File: src/rtl/postfix_pkg.sv
package postfix_pkg;
  localparam logic [2:0] OPC_PUSH = 3'd0;
  localparam logic [2:0] OPC_ADD  = 3'd1;
  localparam logic [2:0] OPC_SUB  = 3'd2;
  localparam logic [2:0] OPC_POP  = 3'd3;
  localparam logic [2:0] OPC_PEEK = 3'd4;

  typedef enum logic [1:0] {
    WSRC_NONE = 2'd0,
    WSRC_IMM  = 2'd1,
    WSRC_ALU  = 2'd2
  } wsrc_e;
endpackage

File: src/rtl/postfix_ctrl.sv
module postfix_ctrl
  import postfix_pkg::*;
#(
  parameter int DEPTH = 16,
  parameter int CNT_W = $clog2(DEPTH + 1),
  parameter int IDX_W = $clog2(DEPTH)
) (
  input  logic             fire,
  input  logic [2:0]       op,
  input  logic [CNT_W-1:0] count,
  output logic [CNT_W-1:0] count_nxt,
  output logic             wr_en,
  output logic [IDX_W-1:0] wr_idx,
  output wsrc_e            wr_src,
  output logic             alu_sub,
  output logic             rsp_set,
  output logic             err_set
);
  localparam logic [CNT_W-1:0] FULL = CNT_W'(DEPTH);

  logic [CNT_W-1:0] below_two;
  logic             empty;
  logic             has_two;

  assign below_two = count - CNT_W'(2);
  assign empty     = (count == '0);
  assign has_two   = (count >= CNT_W'(2));

  always_comb begin
    count_nxt = count;
    wr_en     = 1'b0;
    wr_idx    = '0;
    wr_src    = WSRC_NONE;
    alu_sub   = 1'b0;
    rsp_set   = 1'b0;
    err_set   = 1'b0;
    if (fire) begin
      case (op)
        OPC_PUSH: begin
          if (count == FULL) begin
            err_set = 1'b1;
          end else begin
            wr_en     = 1'b1;
            wr_idx    = count[IDX_W-1:0];
            wr_src    = WSRC_IMM;
            count_nxt = count + CNT_W'(1);
          end
        end
        OPC_ADD, OPC_SUB: begin
          if (!has_two) begin
            err_set = 1'b1;
          end else begin
            wr_en     = 1'b1;
            wr_idx    = below_two[IDX_W-1:0];
            wr_src    = WSRC_ALU;
            alu_sub   = (op == OPC_SUB);
            count_nxt = count - CNT_W'(1);
          end
        end
        OPC_POP: begin
          if (empty) begin
            err_set = 1'b1;
          end else begin
            rsp_set   = 1'b1;
            count_nxt = count - CNT_W'(1);
          end
        end
        OPC_PEEK: begin
          if (empty) err_set = 1'b1;
          else       rsp_set = 1'b1;
        end
        default: ;
      endcase
    end
  end
endmodule

File: src/rtl/postfix_lifo.sv
module postfix_lifo #(
  parameter int DATA_W = 16,
  parameter int DEPTH  = 16,
  parameter int CNT_W  = $clog2(DEPTH + 1),
  parameter int IDX_W  = $clog2(DEPTH)
) (
  input  logic              clk,
  input  logic              rst_n,
  input  logic              wr_en,
  input  logic [IDX_W-1:0]  wr_idx,
  input  logic [DATA_W-1:0] wr_data,
  input  logic [CNT_W-1:0]  count,
  output logic [DATA_W-1:0] top,
  output logic [DATA_W-1:0] nxt
);
  logic [DATA_W-1:0] slot_q [DEPTH];

  for (genvar g = 0; g < DEPTH; g++) begin : g_slot
    logic slot_en;
    assign slot_en = wr_en && (wr_idx == IDX_W'(g));
    always_ff @(posedge clk or negedge rst_n) begin
      if (!rst_n)       slot_q[g] <= '0;
      else if (slot_en) slot_q[g] <= wr_data;
    end
  end

  always_comb begin
    top = '0;
    nxt = '0;
    for (int i = 0; i < DEPTH; i++) begin
      if (count == CNT_W'(i + 1)) top = slot_q[i];
      if (count == CNT_W'(i + 2)) nxt = slot_q[i];
    end
  end
endmodule

File: src/rtl/postfix_alu.sv
module postfix_alu #(
  parameter int DATA_W = 16
) (
  input  logic              sub,
  input  logic [DATA_W-1:0] lower,
  input  logic [DATA_W-1:0] upper,
  output logic [DATA_W-1:0] result
);
  always_comb begin
    if (sub) result = lower - upper;
    else     result = lower + upper;
  end
endmodule

File: src/rtl/postfix_stack_engine.sv
module postfix_stack_engine
  import postfix_pkg::*;
#(
  parameter int DATA_W = 16,
  parameter int DEPTH  = 16,
  localparam int CNT_W = $clog2(DEPTH + 1),
  localparam int IDX_W = $clog2(DEPTH)
) (
  input  logic              clk,
  input  logic              rst_n,
  input  logic              cmd_valid,
  output logic              cmd_ready,
  input  logic [2:0]        cmd_op,
  input  logic [DATA_W-1:0] cmd_data,
  output logic              rsp_valid,
  output logic [DATA_W-1:0] rsp_data,
  output logic [DATA_W-1:0] top_value,
  output logic [CNT_W-1:0]  depth,
  output logic              err_flag
);
  // reset synchronizer: assert at once, release on a clock edge
  logic rst_meta_q, rst_sync_n;
  always_ff @(posedge clk or negedge rst_n) begin
    if (!rst_n) begin
      rst_meta_q <= 1'b0;
      rst_sync_n <= 1'b0;
    end else begin
      rst_meta_q <= 1'b1;
      rst_sync_n <= rst_meta_q;
    end
  end

  logic              fire;
  logic [CNT_W-1:0]  count_q, count_d;
  logic              err_q, err_d;
  logic              rspv_q, rspv_d;
  logic [DATA_W-1:0] rspd_q, rspd_d;
  logic              wr_en, alu_sub, rsp_set, err_set;
  logic [IDX_W-1:0]  wr_idx;
  wsrc_e             wr_src;
  logic [DATA_W-1:0] top_w, nxt_w, alu_w, wr_data;

  assign cmd_ready = rst_sync_n;
  assign fire      = cmd_valid && cmd_ready;

  postfix_ctrl #(.DEPTH(DEPTH), .CNT_W(CNT_W), .IDX_W(IDX_W)) u_ctrl (
    .fire      (fire),
    .op        (cmd_op),
    .count     (count_q),
    .count_nxt (count_d),
    .wr_en     (wr_en),
    .wr_idx    (wr_idx),
    .wr_src    (wr_src),
    .alu_sub   (alu_sub),
    .rsp_set   (rsp_set),
    .err_set   (err_set)
  );

  postfix_alu #(.DATA_W(DATA_W)) u_alu (
    .sub    (alu_sub),
    .lower  (nxt_w),
    .upper  (top_w),
    .result (alu_w)
  );

  assign wr_data = (wr_src == WSRC_ALU) ? alu_w : cmd_data;

  postfix_lifo #(.DATA_W(DATA_W), .DEPTH(DEPTH), .CNT_W(CNT_W), .IDX_W(IDX_W)) u_lifo (
    .clk     (clk),
    .rst_n   (rst_sync_n),
    .wr_en   (wr_en),
    .wr_idx  (wr_idx),
    .wr_data (wr_data),
    .count   (count_q),
    .top     (top_w),
    .nxt     (nxt_w)
  );

  always_comb begin
    err_d  = err_q | err_set;
    rspv_d = rsp_set;
    rspd_d = rsp_set ? top_w : rspd_q;
  end

  always_ff @(posedge clk or negedge rst_sync_n) begin
    if (!rst_sync_n) begin
      count_q <= '0;
      err_q   <= 1'b0;
      rspv_q  <= 1'b0;
      rspd_q  <= '0;
    end else begin
      count_q <= count_d;
      err_q   <= err_d;
      rspv_q  <= rspv_d;
      if (rsp_set) rspd_q <= rspd_d;
    end
  end

  assign rsp_valid = rspv_q;
  assign rsp_data  = rspd_q;
  assign top_value = top_w;
  assign depth     = count_q;
  assign err_flag  = err_q;
endmodule

File: config.mk
export PLATFORM = sky130hd
export DESIGN_NAME = postfix_stack_engine
export DESIGN_NICKNAME = d
export VERILOG_FILES = /design/src/rtl/postfix_pkg.sv /design/src/rtl/postfix_ctrl.sv /design/src/rtl/postfix_lifo.sv /design/src/rtl/postfix_alu.sv /design/src/rtl/postfix_stack_engine.sv
export SDC_FILE = /design/constraint.sdc
export NUM_CORES = 1
export LEC_CHECK = 0
export ABC_AREA = 1
export BUFFER_PORTS_ARGS = -buffer_cell sky130_fd_sc_hd__buf_2
export CORE_MARGIN = 2
export CORE_UTILIZATION = 30
export CTS_CLUSTER_DIAMETER = 60
export DETAILED_ROUTE_END_ITERATION = 16
export GPL_TIMING_DRIVEN = 0
export PLACE_DENSITY_LB_ADDON = 0.15
export SYNTH_ARGS = -nofsm -noshare
export SYNTH_HDL_FRONTEND = slang
export SYNTH_SLANG_ARGS = --single-unit
File: constraint.sdc
create_clock -name clk -period 25.7 [get_ports clk]
set_clock_uncertainty 0.15 [all_clocks]
set_input_delay 0 -clock clk [delete_from_list [all_inputs] [get_ports clk]]
set_output_delay 0 -clock clk [all_outputs]
set_load 0.01 [all_outputs]
---- Yosys cells after proc, flatten, opt, wreduce, memory -nomap -nowiden ----
Cells that the tools add are included.
storage, ports and cells
  bits of input ports ..................... 22
  word-level logic and storage cells ...... 154
  output and inout port bits .............. 40
  register bits after elaboration ......... 281
operators by class
  eq/ne operators ......................... 40
  bitwise logic cells ..................... 1
  $add $sub $neg .......................... 5
  multiplexer cells ....................... 61
  $lt $le $gt $ge ......................... 1
  reduce and logical (&&, ||, !) cells .... 24
operator list
  kind                                                  number
  2-to-1 mux 16 bit                                     34
  == test 5 x 4 -> 1 bit (second input constant)        8
  == test 4 bit (second input constant)                 8
  == test 5 x 3 -> 1 bit (second input constant)        4
  logical AND 1 bit                                     17
  adder 16 bit                                          1
  == test 4 x 3 -> 1 bit (second input constant)        4
  subtractor 16 bit                                     1
  2-to-1 mux 5 bit                                      3
  one-hot mux 5 bit (3 select lines)                    1
  2-to-1 mux 1 bit                                      14
  2-to-1 mux 4 bit                                      3
  == test 5 x 2 -> 1 bit (second input constant)        2
  == test 5 bit (second input constant)                 2
  == test 4 x 2 -> 1 bit (second input constant)        2
  one-hot mux 4 bit (2 select lines)                    1
  == test 3 x 2 -> 1 bit (second input constant)        2
  adder 5 x 1 -> 5 bit (second input constant)          1
  == test 5 x 1 -> 1 bit (second input constant)        1
  >= comparator 5 x 2 -> 1 bit (second input constant)  1
  zero test 5 bit                                       1
  AND reduction 5 bit                                   1
  subtractor 5 x 1 -> 5 bit (second input constant)     1
  == test 4 x 1 -> 1 bit (second input constant)        1
  15 further kinds                                      18

---- Logic depth before layout (Yosys ltp) ----
  depth after elaboration ................. 20
  gate-level depth with buffers ........... 48
  gate-level depth less buffers ........... 46

---- By module ----
Synthesis repeated with hierarchy kept, for this count alone.
second synthesis, totals
  cells, all modules ...................... 2481
  area, all modules ....................... 16950.0 um2
by module, submodules not included
  module                seq. area each (um2)  cells each  area each (um2)  times used
  postfix_lifo          6406.1                1963        13748.2          1
  postfix_alu           0.0                   266         1396.3           1
  postfix_stack_engine  625.6                 134         1134.8           1
  postfix_ctrl          0.0                   118         670.6            1

---- Least setup slack after synthesis ----
Ideal clock, no wire load.
  kind .................................... reg-to-reg
  start point ............................. register rst_sync_n (netlist: cmd_ready)
  end point ............................... register u_lifo.slot_q[13] (netlist bit)
  setup slack ............................. 14.897 ns
  stages on the path, launching flop included .. 25
  data required time ...................... 25.415 ns
  clock period less this slack ............ 10.803 ns
  arrival time ............................ 10.518 ns
  buffers on the path ..................... 2
  library setup time ...................... 0.135 ns
  cells stage by stage .................... dfrtp_1 -> nand2_1 -> nor2_1 -> nand4_1 -> clkbuf_1 -> a21oi_1 -> ha_1 -> nand3_1 -> nand2_1 -> a21oi_1 -> inv_1 -> a21oi_1 -> nor2_1 -> nor2_1 -> inv_1 -> a21oi_1 -> o21ai_0 -> a21o_1 -> a21oi_1 -> o21ai_0 -> xor2_1 -> nand2_1 -> o21ai_0 -> clkbuf_1 -> o21ai_0
between the ends
  longest elaborated chain between the ends .. 4
  elaborated cells on any way between the ends .. 10
  those cells by class .................... 2 x eq/ne; 6 x mux; 2 x reduce/logical
ends and longest elaborated chain
  element                                                        RTL line                                        text
  start: declaration                                             postfix_stack_engine.sv:22                      logic rst_meta_q, rst_sync_n;
  start signal: assignment                                       postfix_stack_engine.sv:29                      rst_sync_n <= rst_meta_q;
  logical AND 1 bit *                                            postfix_stack_engine.sv:44                      assign fire = cmd_valid && cmd_ready;
  2-to-1 mux 2 bit (tied with other cells)                       postfix_ctrl.sv:37                              if (fire) begin
  == test 2 bit (tied with other cells)                          postfix_stack_engine.sv:66                      assign wr_data = (wr_src == WSRC_ALU) ? alu_w : cmd_data;
  2-to-1 mux 16 bit / logical AND 1 bit (equally long branches)  postfix_stack_engine.sv:66, postfix_lifo.sv:20
  end signal: indexed assignment                                 postfix_lifo.sv:23                              else if (slot_en) slot_q[g] <= wr_data;
  end: declaration                                               postfix_lifo.sv:16                              logic [DATA_W-1:0] slot_q [DEPTH];
Every way passes the cells marked *; elsewhere a longest branch is shown, timed or not.
A chain may end at the register's enable or synchronous reset.

---- Worst setup path after layout ----
  start point ............................. register count_q[1] (netlist: depth[1])
  end point ............................... register u_lifo.slot_q[170] (netlist bit)
between the ends
  longest elaborated chain between the ends .. 20
  elaborated cells on any way between the ends .. 73
  those cells by class .................... 3 x add/sub; 1 x order compare; 19 x eq/ne; 49 x mux; 1 x reduce/logical
ends and longest elaborated chain
  element                                                                  RTL line                                text
  start: declaration                                                       postfix_stack_engine.sv:34              logic [CNT_W-1:0] count_q, count_d;
  start signal: assignment                                                 postfix_stack_engine.sv:92              count_q <= count_d;
  == test 5 x 2 -> 1 bit / == test 5 x 1 -> 1 bit (equally long branches)  postfix_lifo.sv:31, postfix_lifo.sv:32
  2-to-1 mux 16 bit (on tied branches) (16 in a row)                       postfix_lifo.sv:32, postfix_lifo.sv:31
  adder 16 bit / subtractor 16 bit (equally long branches)                 postfix_alu.sv:11, postfix_alu.sv:10
  2-to-1 mux 16 bit                                                        postfix_alu.sv:10                       if (sub) result = lower - upper;
  2-to-1 mux 16 bit                                                        postfix_stack_engine.sv:66
Several ways; a longest one is shown, not always the timed one.

==> impl_results.rst <==
.. list-table::
   :header-rows: 1

   * - Metric
     - Value
   * - Syn_area_per_cell
     - 6.88 µm²
   * - First-pass GRT wire length
     - 112 mm
   * - Count of distinct cell types in the synthesized netlist
     - 51
   * - Violations in the final reports
     - max-capacitance violations
   * - Max Slew Vio Count
     - 0
   * - Final Hold Fails
     - 0
   * - Final nets
     - 2680
   * - Standard-cell rows
     - 87
   * - Worst skew pair latency
     - 0.58 ns
   * - Count of endpoints failing setup in the final report
     - 0
   * - Via-to-Cell Ratio
     - 5.12
   * - CP dominant cell by count
     - sky130_fd_sc_hd__o21ai_0
   * - GR Util All Layers
     - 25.5%
   * - Detail Placement HPWL
     - 55.4 mm
   * - Peak clock frequency supported by timing
     - 117 MHz
   * - Critical-path cell with the highest stage delay
     - sky130_fd_sc_hd__inv_1
   * - Initial drt markers
     - 1756
   * - Fin crit period
     - 8.56 ns
   * - Endpoint arrival time on the critical path
     - 8.88 ns
   * - Synthesis warning total
     - 0
   * - Die height
     - 243 µm
   * - Area of the core
     - 56500 µm²
   * - Library cell occupying the most area in the post-synthesis netlist
     - sky130_fd_sc_hd__dfrtp_1
   * - Number of cells in the design after placement
     - 3325
   * - Number of buffers added by the clock tree synthesis step
     - 41
   * - Antenna diode instance count
     - 0
   * - Critical Path RT
     - 26.02 ns
   * - Root buffer cell
     - sky130_fd_sc_hd__clkbuf_16
   * - Mapped Nets
     - 2546
   * - Fraction of layout cells with a size suffix above 1
     - 8.79%
   * - Signed area change from the synthesized netlist to the final layout
     - 18.1%
   * - Sum of buffers and inverters on the critical path
     - 6
   * - Top-area cell type share of the netlist area
     - 40.9%
   * - Synth Flop Type
     - sky130_fd_sc_hd__dfrtp_1
   * - Average wire per cell in the routed design
     - 22.1 µm
   * - Startpoint kind of the worst setup timing path
     - flip-flop
   * - Top-level port count
     - 62
   * - Register area share after synthesis
     - 40.9%
   * - I/O Buffers
     - 61
   * - Maximum clock path buffer count
     - 3
   * - Initial antenna violation count
     - 1
   * - Max-cap check violation count
     - 1
   * - Count of nets left with antenna violations after detail routing
     - 0
   * - Transition time at the pin with the least slew margin
     - 1.48 ns
   * - Detailed-route wire length
     - 75.7 mm
   * - Die ar.
     - 59200 µm²
   * - Most frequent cells after synthesis
     - sky130_fd_sc_hd__nand2_1 (825), sky130_fd_sc_hd__o21ai_0 (449), sky130_fd_sc_hd__inv_1 (316), sky130_fd_sc_hd__dfrtp_1 (281), sky130_fd_sc_hd__nand3_1 (119)
   * - Cell leakage power
     - 0.00987 µW
   * - Initial standard-cell utilization of the core
     - 30.4%
   * - First drt pass iteration count
     - 7
   * - Status
     - finished with violations
   * - Via count
     - 17500
   * - Power density relative to cell area
     - 145 nW/µm²
   * - Total clock sinks
     - 281
   * - Critical Path End Type
     - flip-flop
   * - CP max FO
     - 10
   * - Class of the most critical setup path
     - reg -> reg
   * - Mapped cell area
     - 17200 µm²
   * - Worst hold path type
     - in -> reg
   * - Register clock-pin slew on the reported worst setup and hold paths
     - 0.06 ns
   * - Instance count of the mapped netlist
     - 2498
   * - Most frequently used cell type in the post-synthesis netlist
     - sky130_fd_sc_hd__nand2_1
   * - Residual DRC
     - 0
   * - Non-Filler Instances
     - 3419
   * - Clock tree from TritonCTS
     - yes
   * - Final core utilization
     - 35.9%
   * - Unrepaired setup endpoints after global routing
     - no
   * - Sum of negative setup slack
     - 0 ns
   * - Final worst-path cycle share
     - 33.3%
   * - Overall power consumption
     - 2940 µW
   * - Total grt overflow
     - 0
   * - Placer Congestion
     - 0.911
   * - Vias in the first global route
     - 16500
   * - Floorplan die width
     - 243 µm
   * - Largest cells by area after synthesis
     - sky130_fd_sc_hd__dfrtp_1 (41%), sky130_fd_sc_hd__nand2_1 (18%), sky130_fd_sc_hd__o21ai_0 (13%)
   * - Slew HR
     - 0.636%
   * - Number of flip-flops and latches in the synthesized netlist
     - 281
   * - Delay contributed by the slowest stage of the critical path
     - 0.83 ns
   * - H-tree levels
     - 2
   * - Share of synthesized registers carrying an async set or reset
     - 100%
   * - Number of synthesized flops with an enable pin
     - 0
   * - Maximum number of pins on one net before global-route repair
     - 61
   * - Worst vdd ir
     - 104 µV
   * - Top cell family by delay on the critical path
     - compound AO/OA/AOI/OAI gates
[cell families (layout without fill, tap and decap cells)]
kind of cell               count (synthesis)  in the layout  share of synthesized area [%]
DFF                                      281            281                           40.9
AOI/OAI and AO/OA                        599            599                           18.9
xor gates and xnor gates                  25             25                           1.27
adders and majority gates                 26             26                           1.94
buffers and inverters                    462            627                           10.7
other                                      1              1                         0.0218
and+or+nand+nor                         1104           1104                           26.4
[path summary, 6_finish.rpt]
path / startpoint / to / slack [ns] / depth (start not counted)
setup / recovery: depth[1] / u_lifo.slot_q[170] / 17.14 / 37
min in group asynchronous: rst_n / cmd_ready / 0.14 / 3
hold / removal: cmd_data[5] / u_lifo.slot_q[229] / 0.04 / 5
max in group asynchronous: cmd_ready / u_lifo.slot_q[235] / 23.96 / 3
hold reg to reg: cmd_ready / u_lifo.slot_q[88] / 0.17 / 0
setup reg to reg: depth[1] / u_lifo.slot_q[170] / 17.14 / 37
[cell type report]
class,count,area (µm²)
fillers,6064,36200
multi-input cells,1755,8350
flip-flops and latches,281,7040
inverters,330,1240
clock buffers,55,1210
well taps,756,946
repair buffers,91,707
plain buffers,132,591
clock inverters,19,228
[sequential cells by signal, summed over array words and instances (netlist names)]
name           cells
u_lifo.slot_q    256
rsp_data          16
depth              5
cmd_ready          1
err_flag           1
rsp_valid          1
rst_meta_q         1
[layer usage]
layer	vias up	part of all wire [%]	GRT usage, %
li1	8269	-	-
met1	8406	46	36.8
met2	679	43	38.5
met3	138	6.9	3.53
met4	2	3.8	9.83
met5	-	0.017	0
[per-stage QoR]
step | hold slack (ns) | setup slack [ns] | cell area (µm²)
after floorplan | -0.446 | 14.90 | 17200
after global placement | -0.364 | 8.79 | 18400
after detailed placement | -0.362 | 17.53 | 18700
after CTS | 0.00794 | 17.51 | 20300
after global routing | 0.0492 | 16.81 | 20300
final | 0.0364 | 17.14 | 20300
[cells in the final DEF, fill, tap and decap left out, drive strengths merged, types with 13 or more instances in the layout]
cell,n
a21oi,49
buf,110
clkbuf,148
dfrtp,281
dlygate4sd3,20
ha,25
inv,331
nand2,834
nand3,128
nor2,113
o211ai,33
o21ai,464
or2,13
xor2,23
[worst register-to-register path: cells and delay by family (launching register included)]
kind	cells	cell delay (ns)
AO/OA/AOI/OAI	16	3.68
buffers and inverters	6	1.97
AND/OR/NAND/NOR	12	1.32
adder cells (fa/ha/maj)	3	0.81
flip-flops	1	0.51
[report_power, final]
part	leakage [µW]	internal, µW	total, µW	switching [µW]
sequential	0.00342	551	631	79.5
combinational	0.00576	505	1700	1200
clock	0.000689	372	605	233
[timing repair]
action / in CTS / in global routing
resized for setup: 0 / 0
hold endpoints to repair: 60 / 0
buffers inserted: 0 / 0
hold buffers: 20 / 0
(Power assumes the default switching activity.)
